<file path="config.mk">
export PLATFORM = sky130hd
export DESIGN_NAME = pll_lock_mon
export DESIGN_NICKNAME = d
export VERILOG_FILES = /design/src/rtl/pll_lock_mon_pkg.sv /design/src/rtl/ldq_chan.sv /design/src/rtl/ldq_tclk.sv /design/src/rtl/ldq_sel.sv /design/src/rtl/pll_lock_mon.sv
export SDC_FILE = /design/constraint.sdc
export NUM_CORES = 1
export LEC_CHECK = 0
export ABC_AREA = 1
export BUFFER_PORTS_ARGS = -buffer_cell sky130_fd_sc_hd__buf_2
export CAP_MARGIN = 20
export CORE_ASPECT_RATIO = 0.75
export CORE_MARGIN = 5
export CORE_UTILIZATION = 45
export CTS_CLUSTER_DIAMETER = 30
export DETAILED_ROUTE_END_ITERATION = 8
export PLACE_DENSITY = 0.66
export SYNTH_ARGS = -nofsm -noshare
export SYNTH_HDL_FRONTEND = slang
export SYNTH_SLANG_ARGS = --single-unit
</file>
<file path="constraint.sdc">
create_clock -name clk_i -period 1.85 [get_ports clk_i]
set_input_delay 0.185 -clock clk_i [delete_from_list [all_inputs] [get_ports clk_i]]
set_output_delay 0.185 -clock clk_i [all_outputs]
set_load 0.05 [all_outputs]
</file>
<file path="src/rtl/pll_lock_mon_pkg.sv">
package pll_lock_mon_pkg;
  typedef struct packed {
    logic       test;
    logic       sby1;
    logic       sby2;
    logic [1:0] sel;
  } ind_ctrl_t;
endpackage

</file>
<file path="src/rtl/ldq_chan.sv">
module ldq_chan #(
  parameter int WIN      = 2,
  parameter int LOCK_CNT = 4
) (
  input  logic clk_i,
  input  logic rst_i,
  input  logic ref_i,
  input  logic div_i,
  input  logic sby_i,
  output logic lock_o
);
  localparam int HW = WIN - 1;
  localparam int CW = $clog2(LOCK_CNT + 1);
  localparam int WW = $clog2(WIN);

  logic [HW-1:0] hist_q;
  logic [WW-1:0] wait_q, wait_d;
  logic [CW-1:0] cnt_q, cnt_d;
  logic          pass_ev, fail_ev;

  generate
    if (HW == 1) begin : g_hist1
      always_ff @(posedge clk_i) begin
        if (rst_i) hist_q <= '0;
        else       hist_q <= div_i;
      end
    end else begin : g_histn
      always_ff @(posedge clk_i) begin
        if (rst_i) hist_q <= '0;
        else       hist_q <= {hist_q[HW-2:0], div_i};
      end
    end
  endgenerate

  always_comb begin
    pass_ev = 1'b0;
    fail_ev = 1'b0;
    wait_d  = wait_q;
    if (wait_q != '0) begin
      if (div_i) begin
        pass_ev = 1'b1;
        wait_d  = '0;
      end else if (wait_q == WW'(1)) begin
        fail_ev = 1'b1;
        wait_d  = '0;
      end else begin
        wait_d = wait_q - 1'b1;
      end
    end else if (ref_i) begin
      if (div_i || (|hist_q)) pass_ev = 1'b1;
      else                    wait_d  = WW'(WIN - 1);
    end
  end

  always_comb begin
    cnt_d = cnt_q;
    if (sby_i || fail_ev)                 cnt_d = '0;
    else if (pass_ev && cnt_q != CW'(LOCK_CNT)) cnt_d = cnt_q + 1'b1;
  end

  always_ff @(posedge clk_i) begin
    if (rst_i) begin
      wait_q <= '0;
      cnt_q  <= '0;
      lock_o <= 1'b0;
    end else begin
      wait_q <= wait_d;
      cnt_q  <= cnt_d;
      lock_o <= sby_i | (cnt_d == CW'(LOCK_CNT));
    end
  end


  fail_drops_lock_chk: assert property (@(posedge clk_i) disable iff (rst_i)
    (fail_ev && !sby_i) |=> !lock_o);

  sby_reads_locked_chk: assert property (@(posedge clk_i) disable iff (rst_i)
    sby_i |=> lock_o);

  run_bound_chk: assert property (@(posedge clk_i) disable iff (rst_i)
    cnt_q <= CW'(LOCK_CNT));

  rise_needs_pass_chk: assert property (@(posedge clk_i) disable iff (rst_i)
    ($rose(lock_o) && !$past(sby_i)) |-> $past(pass_ev));
endmodule

</file>
<file path="src/rtl/ldq_tclk.sv">
module ldq_tclk #(
  parameter int DW = 2
) (
  input  logic clk_i,
  input  logic rst_i,
  output logic half_o,
  output logic quarter_o
);
  logic [DW-1:0] cnt_q;

  always_ff @(posedge clk_i) begin
    if (rst_i) cnt_q <= '0;
    else       cnt_q <= cnt_q + 1'b1;
  end

  assign half_o    = cnt_q[0];
  assign quarter_o = cnt_q[1];


  half_toggle_chk: assert property (@(posedge clk_i) disable iff (rst_i)
    !$stable(half_o) || $past(rst_i));
endmodule

</file>
<file path="src/rtl/ldq_sel.sv">
module ldq_sel
  import pll_lock_mon_pkg::*;
(
  input  logic      clk_i,
  input  logic      rst_i,
  input  ind_ctrl_t ctrl_i,
  input  logic      lock1_i,
  input  logic      lock2_i,
  input  logic      pres1_i,
  input  logic      pres2_i,
  input  logic      div1_i,
  input  logic      div2_i,
  input  logic      ref_i,
  input  logic      half_i,
  input  logic      quarter_i,
  output logic      ld_o
);
  logic pick;

  always_comb begin
    pick = 1'b0;
    if (!ctrl_i.test) begin
      unique case ({ctrl_i.sby1, ctrl_i.sby2})
        2'b00: case (ctrl_i.sel)
                 2'b00:   pick = 1'b0;
                 2'b01:   pick = lock2_i;
                 2'b10:   pick = lock1_i;
                 default: pick = lock1_i & lock2_i;
               endcase
        2'b01: case (ctrl_i.sel)
                 2'b00:   pick = 1'b0;
                 2'b01:   pick = 1'b1;
                 default: pick = lock1_i;
               endcase
        2'b10: case (ctrl_i.sel)
                 2'b00:   pick = 1'b0;
                 2'b10:   pick = 1'b1;
                 default: pick = lock2_i;
               endcase
        default: pick = (ctrl_i.sel != 2'b00);
      endcase
    end else begin
      unique case ({ctrl_i.sby1, ctrl_i.sby2})
        2'b01: case (ctrl_i.sel)
                 2'b00:   pick = 1'b0;
                 2'b01:   pick = pres2_i;
                 2'b10:   pick = div2_i;
                 default: pick = ref_i;
               endcase
        2'b10: case (ctrl_i.sel)
                 2'b00:   pick = quarter_i;
                 2'b01:   pick = pres1_i;
                 2'b10:   pick = div1_i;
                 default: pick = half_i;
               endcase
        default: pick = 1'b0;
      endcase
    end
  end

  always_ff @(posedge clk_i) begin
    if (rst_i) ld_o <= 1'b0;
    else       ld_o <= pick;
  end


  sel_zero_low_chk: assert property (@(posedge clk_i) disable iff (rst_i)
    (!ctrl_i.test && ctrl_i.sel == 2'b00) |=> !ld_o);

  both_sby_high_chk: assert property (@(posedge clk_i) disable iff (rst_i)
    (!ctrl_i.test && ctrl_i.sby1 && ctrl_i.sby2 && ctrl_i.sel != 2'b00) |=> ld_o);

  test_equal_sby_low_chk: assert property (@(posedge clk_i) disable iff (rst_i)
    (ctrl_i.test && (ctrl_i.sby1 == ctrl_i.sby2)) |=> !ld_o);
endmodule

</file>
<file path="src/rtl/pll_lock_mon.sv">
module pll_lock_mon
  import pll_lock_mon_pkg::*;
#(
  parameter int WIN      = 2,
  parameter int LOCK_CNT = 4
) (
  input  logic       clk_i,
  input  logic       rst_i,
  input  logic       ref_i,
  input  logic       ch1_i,
  input  logic       ch2_i,
  input  logic       pres1_i,
  input  logic       pres2_i,
  input  logic       test_i,
  input  logic       sby1_i,
  input  logic       sby2_i,
  input  logic [1:0] sel_i,
  output logic       lock1_o,
  output logic       lock2_o,
  output logic       ld_o
);
  localparam int NCH = 2;

  ind_ctrl_t        ctrl;
  logic [NCH-1:0]   div_v, sby_v, lock_v;
  logic             half, quarter;

  assign ctrl  = '{test: test_i, sby1: sby1_i, sby2: sby2_i, sel: sel_i};
  assign div_v = {ch2_i, ch1_i};
  assign sby_v = {sby2_i, sby1_i};

  generate
    for (genvar i = 0; i < NCH; i++) begin : g_chan
      ldq_chan #(.WIN(WIN), .LOCK_CNT(LOCK_CNT)) u_chan (
        .clk_i (clk_i),
        .rst_i (rst_i),
        .ref_i (ref_i),
        .div_i (div_v[i]),
        .sby_i (sby_v[i]),
        .lock_o(lock_v[i])
      );
    end
  endgenerate

  assign lock1_o = lock_v[0];
  assign lock2_o = lock_v[1];

  ldq_tclk #(.DW(2)) u_tclk (
    .clk_i    (clk_i),
    .rst_i    (rst_i),
    .half_o   (half),
    .quarter_o(quarter)
  );

  ldq_sel u_sel (
    .clk_i    (clk_i),
    .rst_i    (rst_i),
    .ctrl_i   (ctrl),
    .lock1_i  (lock_v[0]),
    .lock2_i  (lock_v[1]),
    .pres1_i  (pres1_i),
    .pres2_i  (pres2_i),
    .div1_i   (ch1_i),
    .div2_i   (ch2_i),
    .ref_i    (ref_i),
    .half_i   (half),
    .quarter_i(quarter),
    .ld_o     (ld_o)
  );
endmodule

</file>
Word-level counts from Yosys, hierarchy flattened

Cells that the tools add are included.
W data, S select, Z words.

Reductions and logical operators: 11
Add/sub/neg operators: 3
Bitwise gates (word level): 4
Mux-type cells: 26
Equality and inequality tests: 8

Operators with widths:

| operator              | count |
|---|---|
| $mux W1               | 15 |
| $mux W3               | 4 |
| $pmux W1 S3           | 4 |
| $add A3 B1 Y3 const B | 2 |
| $eq A3 B3 Y1 const B  | 2 |
| $ne A3 B3 Y1 const B  | 2 |
| $pmux W1 S2           | 3 |
| $reduce_or A3 Y1      | 2 |
| $eq A2 B1 Y1 const B  | 2 |
| $eq A2 B2 Y1 const B  | 2 |
| $logic_not A2 Y1      | 2 |
| $logic_or A1 B1 Y1    | 4 |
| $add A2 B1 Y2 const B | 1 |
| $logic_and A1 B1 Y1   | 2 |
| $or A1 B1 Y1          | 2 |
| $reduce_bool A2 Y1    | 1 |
| $and A1 B1 Y1         | 1 |
| $not A1 Y1            | 1 |

Output and inout port bits: 3
Word-level logic and storage cells: 62
Input bits: 12
Register bits after elaboration: 15

Depth between registers and ports, before layout

Gate-level depths: netlist of the first run.

Depth after elaboration: 9
Mapped depth: 11
Depth with buffers taken out: 11

Cells and area by module

From an unflattened synthesis of the first run, not the netlist that was laid out.

Cells, all modules: 155
Area total of the unflattened synthesis: 977.2 µm²

Modules (own cells, without submodules):

| module   | times used | seq. area each (µm²) | cells an instance | area an instance (µm²) |
|---|---|---|---|---|
| ldq_chan | 2          | 120.1                | 54                | 344.1 |
| ldq_sel  | 1          | 20.0                 | 39                | 226.5 |
| ldq_tclk | 1          | 40.0                 | 8                 | 62.6 |

Least setup slack after synthesis of the first run

OpenSTA, ideal clock, no wires.

Kind: register to register
From: reg g_chan[1].u_chan.cnt_q[0]
To: reg g_chan[1].u_chan.lock_o
Path buffers: 0
Stages on the path, launching flop included: 11
Data required time: 1734 ps
Library setup time: 116 ps
Arrival: 1147 ps
Setup slack: 586 ps
Clock period less this slack: 1264 ps
Cell sequence: dfxtp_1 > inv_1 > ha_1 > nand2_1 > inv_1 > nor2_1 > nand2_1 > nand2_1 > nand3_1 > nand2_1 > o21ai_1

Longest elaborated chain between the ends: 6
Elaborated cells between the ends (all ways): 7
Classes of those cells: 1 x add/sub; 2 x eq/ne; 2 x mux; 1 x bitwise; 1 x reduce/logical

RTL lines:

| what                                                                  | RTL line       | source |
|---|---|---|
| from (decl)                                                           | ldq_chan.sv:18 | `logic [CW-1:0] cnt_q, cnt_d;` |
| from (signal assigned)                                                | ldq_chan.sv:68 | `cnt_q <= cnt_d;` |
| parallel branches: the longest is 2 deep, another holds $add A3 B1 Y3 | --             |  |
| $mux W3 (*)                                                           | ldq_chan.sv:58 | `else if (pass_ev && cnt_q != CW'(LOCK_CNT)) cnt_d = cnt_q + 1'b1;` |
| $mux W3 (*)                                                           | ldq_chan.sv:57 | `if (sby_i \|\| fail_ev) cnt_d = '0;` |
| $eq A3 B3 Y1 (*)                                                      | ldq_chan.sv:69 | `lock_o <= sby_i \| (cnt_d == CW'(LOCK_CNT));` |
| $or A1 B1 Y1 (*)                                                      | ldq_chan.sv:69 |  |
| to (signal assigned)                                                  | ldq_chan.sv:69 |  |
| to (decl)                                                             | ldq_chan.sv:10 | `output logic lock_o` |

Every way passes the cells marked *.
A chain may end at the register's enable or synchronous reset.

Worst setup path in the final report of the first run

Same ends and word-level chain as after synthesis.

==> results of run 1 <==
[worst paths after layout]
check / from / depth (start not counted) / end / slack, ns
max: g_chan[1].u_chan.cnt_q[0] / 10 / g_chan[1].u_chan.lock_o / 0.41
min: ch2_i / 2 / g_chan[1].u_chan.wait_q / 0.12
max reg2reg: g_chan[1].u_chan.cnt_q[0] / 10 / g_chan[1].u_chan.lock_o / 0.41
min reg2reg: g_chan[1].u_chan.hist_q / 1 / g_chan[1].u_chan.wait_q / 0.42
[registers in the layout, summed over array words and instances (netlist names)]
| name | flops |
|---|---|
| u_sel.ld_o | 1 |
| g_chan.u_chan.cnt_q | 6 |
| g_chan.u_chan.hist_q | 2 |
| g_chan.u_chan.lock_o | 2 |
| g_chan.u_chan.wait_q | 2 |
| u_tclk.cnt_q | 2 |
[cell type report]
type / count / share of cell area [%]
flip-flops and latches: 15 / 29.4
repair buffers: 14 / 6.87
inverters: 24 / 8.83
well taps: 24 / 2.94
multi-input cells: 96 / 49.3
clock buffers: 4 / 2.58
[metal layers]
layer  up-vias  GRT usage, %  part of all wire [%]
met5         -             0                     0
met4         0          3.18                  0.76
met3         2          6.38                   9.3
met2        33          18.5                    41
met1       348          17.2                    49
li1        452             -                     -
[per-stage QoR]
step           instance area (sq um)  worst slack (ns)  total power, mW
3_3_place_gp                     993             0.466            0.484
3_5_place_dp                     993             0.419            0.487
4_1_cts                         1020             0.414            0.673
5_1_grt                         1020             0.252            0.711
6_report                        1020             0.408            0.660
2_1_floorplan                    898             0.586            0.447
[cells by family (layout without fill, tap and decap cells)]
logic type	Yosys count	count (layout)	share of synthesized area (%)
compound gates	11	11	6.41
fa+ha+maj	8	8	11.1
flops	15	15	33.4
buf+inv	25	42	10.6
xor+xnor	2	2	1.95
simple gates	75	75	36.5
[report_power, final]
group | switching [mW] | internal [mW]
clock | 0.0961 | 0.0836
combinational | 0.0844 | 0.0475
sequential | 0.00989 | 0.338
[worst max-delay path, stage by stage (launching register included)]
cell and delay [ns]:
dfxtp_1 0.35, inv_1 0.07, ha_1 0.20, nand2_1 0.06, inv_1 0.04, nor2_1 0.20, nand2_1 0.13, nand2_1 0.08
nand3_1 0.08, nand2_1 0.08, o21ai_1 0.06
[cells in the final DEF (no fill, tap or decap), types with 3 or more instances in the layout]
master     n
nor2_1    22
o21ai_0    3
o21ai_1    3
nor3_1     3
ha_1       8
clkbuf_4   3
inv_1     21
dfxtp_1   15
nand2_1   31
inv_2      3
buf_2     14
nand2_2    6
nand3_1    9
a21oi_1    4
==> impl_metrics.sql, run 1 <==
INSERT INTO impl_metrics (metric_group, metric, value, unit) VALUES
('timing', 'post-route-period-util', '78.0', '%'),
('timing', 'slew_headroom', '81.1', '%'),
('power', 'ir_drop', '424', 'uV'),
('setup_path', 'cp-end-kind', 'flop', ''),
('placement', 'numPlacedInstances', '173', ''),
('synth', 'synth_ff_type', 'dfxtp_1', ''),
('clocking', 'post_cts.repair.setup_buffers', '0', ''),
('setup_path', 'timing.setup.critical_path_class', 'reg2reg', ''),
('setup_path', 'critical_path_start_type', 'flop', ''),
('synth', 'synthCells', '136', ''),
('global_routing', 'grt_util_all_layers', '12.9', '%'),
('die', 'die-area', '3000', 'sq um'),
('die', 'start_util', '45.8', '%'),
('min_path', 'timing.hold.worst.class', 'in2reg', ''),
('synth', 'synth.most_common_cell', 'nand2_1', ''),
('detailed_routing', 'drt-initial-drc-count', '52', ''),
('detailed_routing', 'dr_total_vias', '835', ''),
('clocking', 'clock_tree.root_cell', 'clkbuf_4', ''),
('global_routing', 'antenna_violations_before_repair', '0', ''),
('final_layout', 'nets', '174', ''),
('final_layout', 'storage_element_area', '300', 'sq um'),
('detailed_routing', 'route.detailed.vias_per_inst', '4.72', ''),
('final_layout', 'area_delta_synth_final', '13.5', '%'),
('die', 'dieHeight', '48.7', 'um'),
('synth', 'postSynthNetCount', '156', ''),
('power', 'power_leakage', '0.561', 'nW'),
('timing', 'period_minus_slack', '1.44', 'ns'),
('synth', 'syn_area_per_cell', '6.61', 'sq um'),
('setup_path', 'timing.critical_path.fanout_max', '4', ''),
('final_layout', 'final_core_utilization', '52.0', '%'),
('clocking', 'cts.sinks', '15', ''),
('synth', 'ys_async_sr_fraction', '0', '%'),
('clocking', 'cts.path.max_buffers', '2', ''),
('timing', 'hold_ws', '0.121', 'ns'),
('final_layout', 'area_of_the_multi_input_gates', '503', 'sq um'),
('clocking', 'clock_latency', '0.28', 'ns'),
('timing', 'report.final.hold_viol_count', '0', ''),
('global_routing', 'global_route.overflow_total', '0', ''),
('synth', 'synthTopCellsByArea', 'dfxtp_1, nand2_1, ha_1, nor2_1, inv_1', ''),
('placement', 'number_of_port_buffers', '14', ''),
('detailed_routing', 'routed_wire_length_per_instance', '9.69', 'um'),
('timing', 'count_of_endpoints_failing_setup_in_the_final_report', '0', ''),
('outcome', 'result_of_the_run', 'completed', ''),
('timing', 'report.final.slew_viol_count', '0', ''),
('final_layout', 'fill_cells', '200', ''),
('die', 'pin_count', '15', ''),
('run', 'cap_viol_max_count', '0', ''),
('detailed_routing', 'drt_first_pass_iters', '4', ''),
('die', 'fp.dieW', '61.6', 'um'),
('global_routing', 'number_of_global_route_vias_before_repair', '713', ''),
('synth', 'synth_area', '898', 'sq um'),
('power', 'powerDensity', '647', 'nW/um^2'),
('final_layout', 'fin_cells', '177', ''),
('setup_path', 'critical_path_required', '2.03', 'ns'),
('clocking', 'cts_resized', '0', ''),
('synth', 'ys_seq_elements', '15', ''),
('clocking', 'tritoncts', 'done', ''),
('setup_path', 'worst_ep_arrival_time', '1.62', 'ns'),
('synth', 'ys_seq_area_share', '33.4', '%'),
('synth', 'edff_count_synth', '0', ''),
('timing', 'maxClockFrequency', '693', 'MHz'),
('synth', 'synth_largest_type_area_fraction', '33.4', '%'),
('synth', 'post-synth-top-area-cell', 'dfxtp_1', ''),
('clocking', 'clock_pin_transition_on_the_worst_setup_and_hold_timing_paths', '0.09', 'ns'),
('timing', 'grt_setup_unrepaired', 'no', ''),
('die', 'core-area', '1960', 'sq um'),
('timing', 'worst_clock_skew', '0.00849', 'ns'),
('synth', 'synthTopCellsByCount', 'nand2_1, nor2_1, inv_1', ''),
('synth', 'synth_warnings', '0', ''),
('clocking', 'cts_hold_fix_bufs', '0', ''),
('final_layout', 'post_route_cells_drive_above_1_share', '18.3', '%'),
('global_routing', 'wire_length_of_the_first_global_routing_pass', '2910', 'um'),
('global_routing', 'pin_count_of_the_biggest_net_entering_global_routing', '11', ''),
('die', 'row_count', '14', ''),
('detailed_routing', 'routed_wl', '1720', 'um'),
('timing', 'timing.setup.tns', '0', 'ns'),
('final_layout', 'insertedDiodeCount', '0', ''),
('detailed_routing', 'drcViolationCount', '0', ''),
('synth', 'synthDistinctLibCells', '20', ''),
('placement', 'gp_congestion', '0.839', ''),
('detailed_routing', 'post_route_antenna_net_violation_count', '0', ''),
('clocking', 'cts_htree_levels', '1', ''),
('placement', 'hpwl', '1420', 'um'),
('clocking', 'cts-buffers-inserted', '3', ''),
('timing', 'tightestPinTransition', '0.281', 'ns');
Note: power is estimated with default switching activity, not from simulation.
==> run 2: changes to the inputs <==
- ABC_AREA: 1 -> 0
- PLACE_DENSITY: 0.66 -> 0.69
- clock period: 1.85 -> 1.21 ns (I/O delays scaled with it)
==> run 2 against run 1 <==
Compared with the run above: the run now ends with setup timing left; combinational power increased by 120%; sequential share of layout area is 5.0 points lower; flip-flop and latch count unchanged; via count fell by 8.0%; hold slack worse by 0.023 ns; fmax rose by 4.5%; highest routed layer unchanged; critical path type unchanged.
==> impl_metrics.sql, run 2 <==
INSERT INTO impl_metrics (metric_group, metric, value, unit) VALUES
('outcome', 'result_of_the_run', 'finished, violations left', ''),
('outcome', 'violations', 'setup timing', ''),
('power', 'powerDensity', '894', 'nW/um^2'),
('placement', 'gp_congestion', '0.822', ''),
('detailed_routing', 'drt-initial-drc-count', '33', ''),
('synth', 'synthDistinctLibCells', '27', ''),
('synth', 'syn_area_per_cell', '9.74', 'sq um'),
('setup_path', 'critical_path_required', '1.41', 'ns'),
('setup_path', 'cp-end-kind', 'flop', ''),
('global_routing', 'global_route.overflow_total', '0', ''),
('timing', 'count_of_endpoints_failing_setup_in_the_final_report', '7', ''),
('setup_path', 'critPathSlowestCell', 'dfxtp_2', ''),
('final_layout', 'nets', '145', ''),
('setup_path', 'crit_path_cell_trace', 'or2_4 > o211a_4 > mux2i_2 > o41ai_2', ''),
('synth', 'synth_warnings', '0', ''),
('timing', 'tightestPinTransition', '0.397', 'ns'),
('die', 'core-area', '1770', 'sq um'),
('die', 'dieHeight', '47.8', 'um'),
('synth', 'post-synth-top-area-cell', 'dfxtp_1', ''),
('timing', 'report.final.hold_viol_count', '0', ''),
('die', 'start_util', '48.3', '%'),
('clocking', 'cts-buffers-inserted', '3', ''),
('power', 'power.total', '1.13', 'mW'),
('detailed_routing', 'drt_first_pass_iters', '4', ''),
('synth', 'edff_count_synth', '0', ''),
('synth', 'synth.most_common_cell', 'dfxtp_1', ''),
('setup_path', 'worst_ep_arrival_time', '1.58', 'ns'),
('synth', 'ys_async_sr_fraction', '0', '%'),
('synth', 'ys_seq_elements', '15', ''),
('detailed_routing', 'dr_total_vias', '768', ''),
('synth', 'ys_seq_area_share', '35.0', '%'),
('timing', 'final_critical_path_setup_slack', '-0.170', 'ns'),
('clocking', 'cts.sinks', '15', ''),
('placement', 'numPlacedInstances', '142', ''),
('setup_path', 'critical-path-max-stage-delay', '0.36', 'ns'),
('final_layout', 'post_route_cells_drive_above_1_share', '59.7', '%'),
('global_routing', 'pin_count_of_the_biggest_net_entering_global_routing', '11', ''),
('clocking', 'clock_tree.root_cell', 'clkbuf_4', ''),
('detailed_routing', 'route.detailed.vias_per_inst', '5.26', ''),
('final_layout', 'largest_register', 'g_chan.u_chan.cnt_q', ''),
('die', 'pin_count', '15', ''),
('detailed_routing', 'routed_wl', '2200', 'um'),
('synth', 'postSynthNetCount', '108', ''),
('clocking', 'cts_htree_levels', '1', ''),
('power', 'ir_drop', '781', 'uV'),
('synth', 'synthTopCellsByCount', 'dfxtp_1, inv_1, ha_1', ''),
('clocking', 'clock_latency', '0.30', 'ns'),
('setup_path', 'critical_path_start_type', 'flop', ''),
('timing', 'period_minus_slack', '1.38', 'ns'),
('die', 'row_count', '13', ''),
('global_routing', 'antenna_violations_before_repair', '0', ''),
('setup_path', 'timing.critical_path.fanout_max', '4', ''),
('detailed_routing', 'post_route_antenna_net_violation_count', '0', ''),
('power', 'power_leakage', '0.549', 'nW'),
('final_layout', 'fin_cells', '146', ''),
('global_routing', 'grt_util_all_layers', '17.6', '%'),
('clocking', 'tritoncts', 'done', ''),
('timing', 'report.final.slew_viol_count', '0', ''),
('die', 'fp.dieW', '60.4', 'um'),
('final_layout', 'mostFrequentLayoutCells', 'buf_4, buf_2, dfxtp_2', ''),
('run', 'cap_viol_max_count', '0', ''),
('detailed_routing', 'routed_wire_length_per_instance', '15.1', 'um'),
('placement', 'number_of_port_buffers', '14', ''),
('synth', 'synth_ff_type', 'dfxtp_1', ''),
('final_layout', 'area_delta_synth_final', '47.9', '%'),
('clocking', 'post_cts.repair.setup_buffers', '0', ''),
('final_layout', 'insertedDiodeCount', '0', ''),
('synth', 'synthTopCellsByArea', 'dfxtp_1, ha_1, o211ai_1, mux2i_1, inv_1', ''),
('final_layout', 'layout.cells.most_common', 'buf_4', ''),
('placement', 'hpwl', '1760', 'um'),
('synth', 'synth_area', '857', 'sq um'),
('global_routing', 'wire_length_of_the_first_global_routing_pass', '3510', 'um'),
('timing', 'slew_headroom', '73.4', '%'),
('timing', 'worst_clock_skew', '0.00148', 'ns'),
('clocking', 'cts.path.max_buffers', '2', ''),
('final_layout', 'largest_reg_flops', '6', ''),
('timing', 'timing.setup.tns', '-0.510', 'ns'),
('synth', 'synthCells', '88', ''),
('final_layout', 'final_core_utilization', '71.5', '%'),
('global_routing', 'number_of_global_route_vias_before_repair', '785', ''),
('placement', 'detailedPlace.worstSlack', '-0.146', 'ns'),
('min_path', 'timing.hold.worst.class', 'in2reg', ''),
('die', 'die-area', '2890', 'sq um'),
('timing', 'grt_setup_unrepaired', 'yes', ''),
('setup_path', 'timing.setup.critical_path_class', 'reg2reg', ''),
('synth', 'synth_largest_type_area_fraction', '35.0', '%'),
('clocking', 'clock_pin_transition_on_the_worst_setup_and_hold_timing_paths', '0.10', 'ns'),
('timing', 'post-route-period-util', '114', '%'),
('detailed_routing', 'drcViolationCount', '0', ''),
('timing', 'maxClockFrequency', '724', 'MHz'),
('clocking', 'cts_hold_fix_bufs', '0', ''),
('final_layout', 'fill_cells', '126', '');
## run 2: cell type report
type	count	area, sq um	share of cell area (%)
Timing Repair Buffer	34	224	17.7
Clock buffer	3	22.5	1.78
Clock inverter	1	7.51	0.592
Tap cell	22	27.5	2.17
Multi-Input combinational cell	61	638	50.3
Sequential cell	15	310	24.5
Inverter	10	37.5	2.96
## run 2: layer usage
metal  share of wire, %  global-route usage (%)  routed length, um  up-vias
met2                 44                    26.7                963       32
met3                7.3                    5.12                161        4
met5                  0                       0                  0        -
met1                 47                    22.6               1040      356
li1                   -                       -                  -      376
met4                1.4                    9.73                 31        0
## run 2: cell families (layout without fill, tap and decap cells)
group                    Yosys count  count (layout)  share of synthesized area (%)
buffers and inverters             12              48                           6.28
multiplexers                       5               5                           7.30
XOR/XNOR                           5               5                           5.11
flip-flops                        15              15                           35.0
AO/OA/AOI/OAI                     17              17                           19.3
adder cells (fa/ha/maj)            8               8                           11.7
AND/OR/NAND/NOR                   26              26                           15.3
## run 2: final timing paths
check	start	end	slack, ns	cells past startpoint
worst min register to register	g_chan[0].u_chan.hist_q	g_chan[0].u_chan.wait_q	0.42	1
worst max register to register	g_chan[1].u_chan.wait_q	g_chan[1].u_chan.lock_o	-0.17	4
worst max-delay path	g_chan[1].u_chan.wait_q	g_chan[1].u_chan.lock_o	-0.17	4
worst min-delay path	test_i	u_sel.ld_o	0.1	3
## run 2: power breakdown
part | switching, mW | total [mW] | leakage (nW) | internal [mW]
Clock | 0.183 | 0.309 | 0.0139 | 0.126
Combinational | 0.145 | 0.294 | 0.409 | 0.149
Sequential | 0.0130 | 0.531 | 0.126 | 0.518
Total | 0.341 | 1.13 | 0.549 | 0.793
## run 2: repair_timing
action,in CTS,in global routing
pin swaps,3,1
cloned,0,0
resized for setup,7,12
endpoints found under the setup margin,8,9
## run 2: metrics by stage
| stage | area (sq um) | hold WS, ns |
|---|---|---|
| 6_report | 1270 | 0.0981 |
| 5_1_grt | 1270 | 0.0991 |
| 2_1_floorplan | 927 | 0.188 |
| 4_1_cts | 1210 | 0.0786 |
| 3_3_place_gp | 1160 | 0.388 |
| 3_5_place_dp | 1160 | 0.399 |
## run 2: critical path, delay by kind of cell (launching register included)
family / cells / cell delay [ns]
compound gates: 2 / 0.51
flops: 1 / 0.36
mux: 1 / 0.16
simple gates: 1 / 0.25
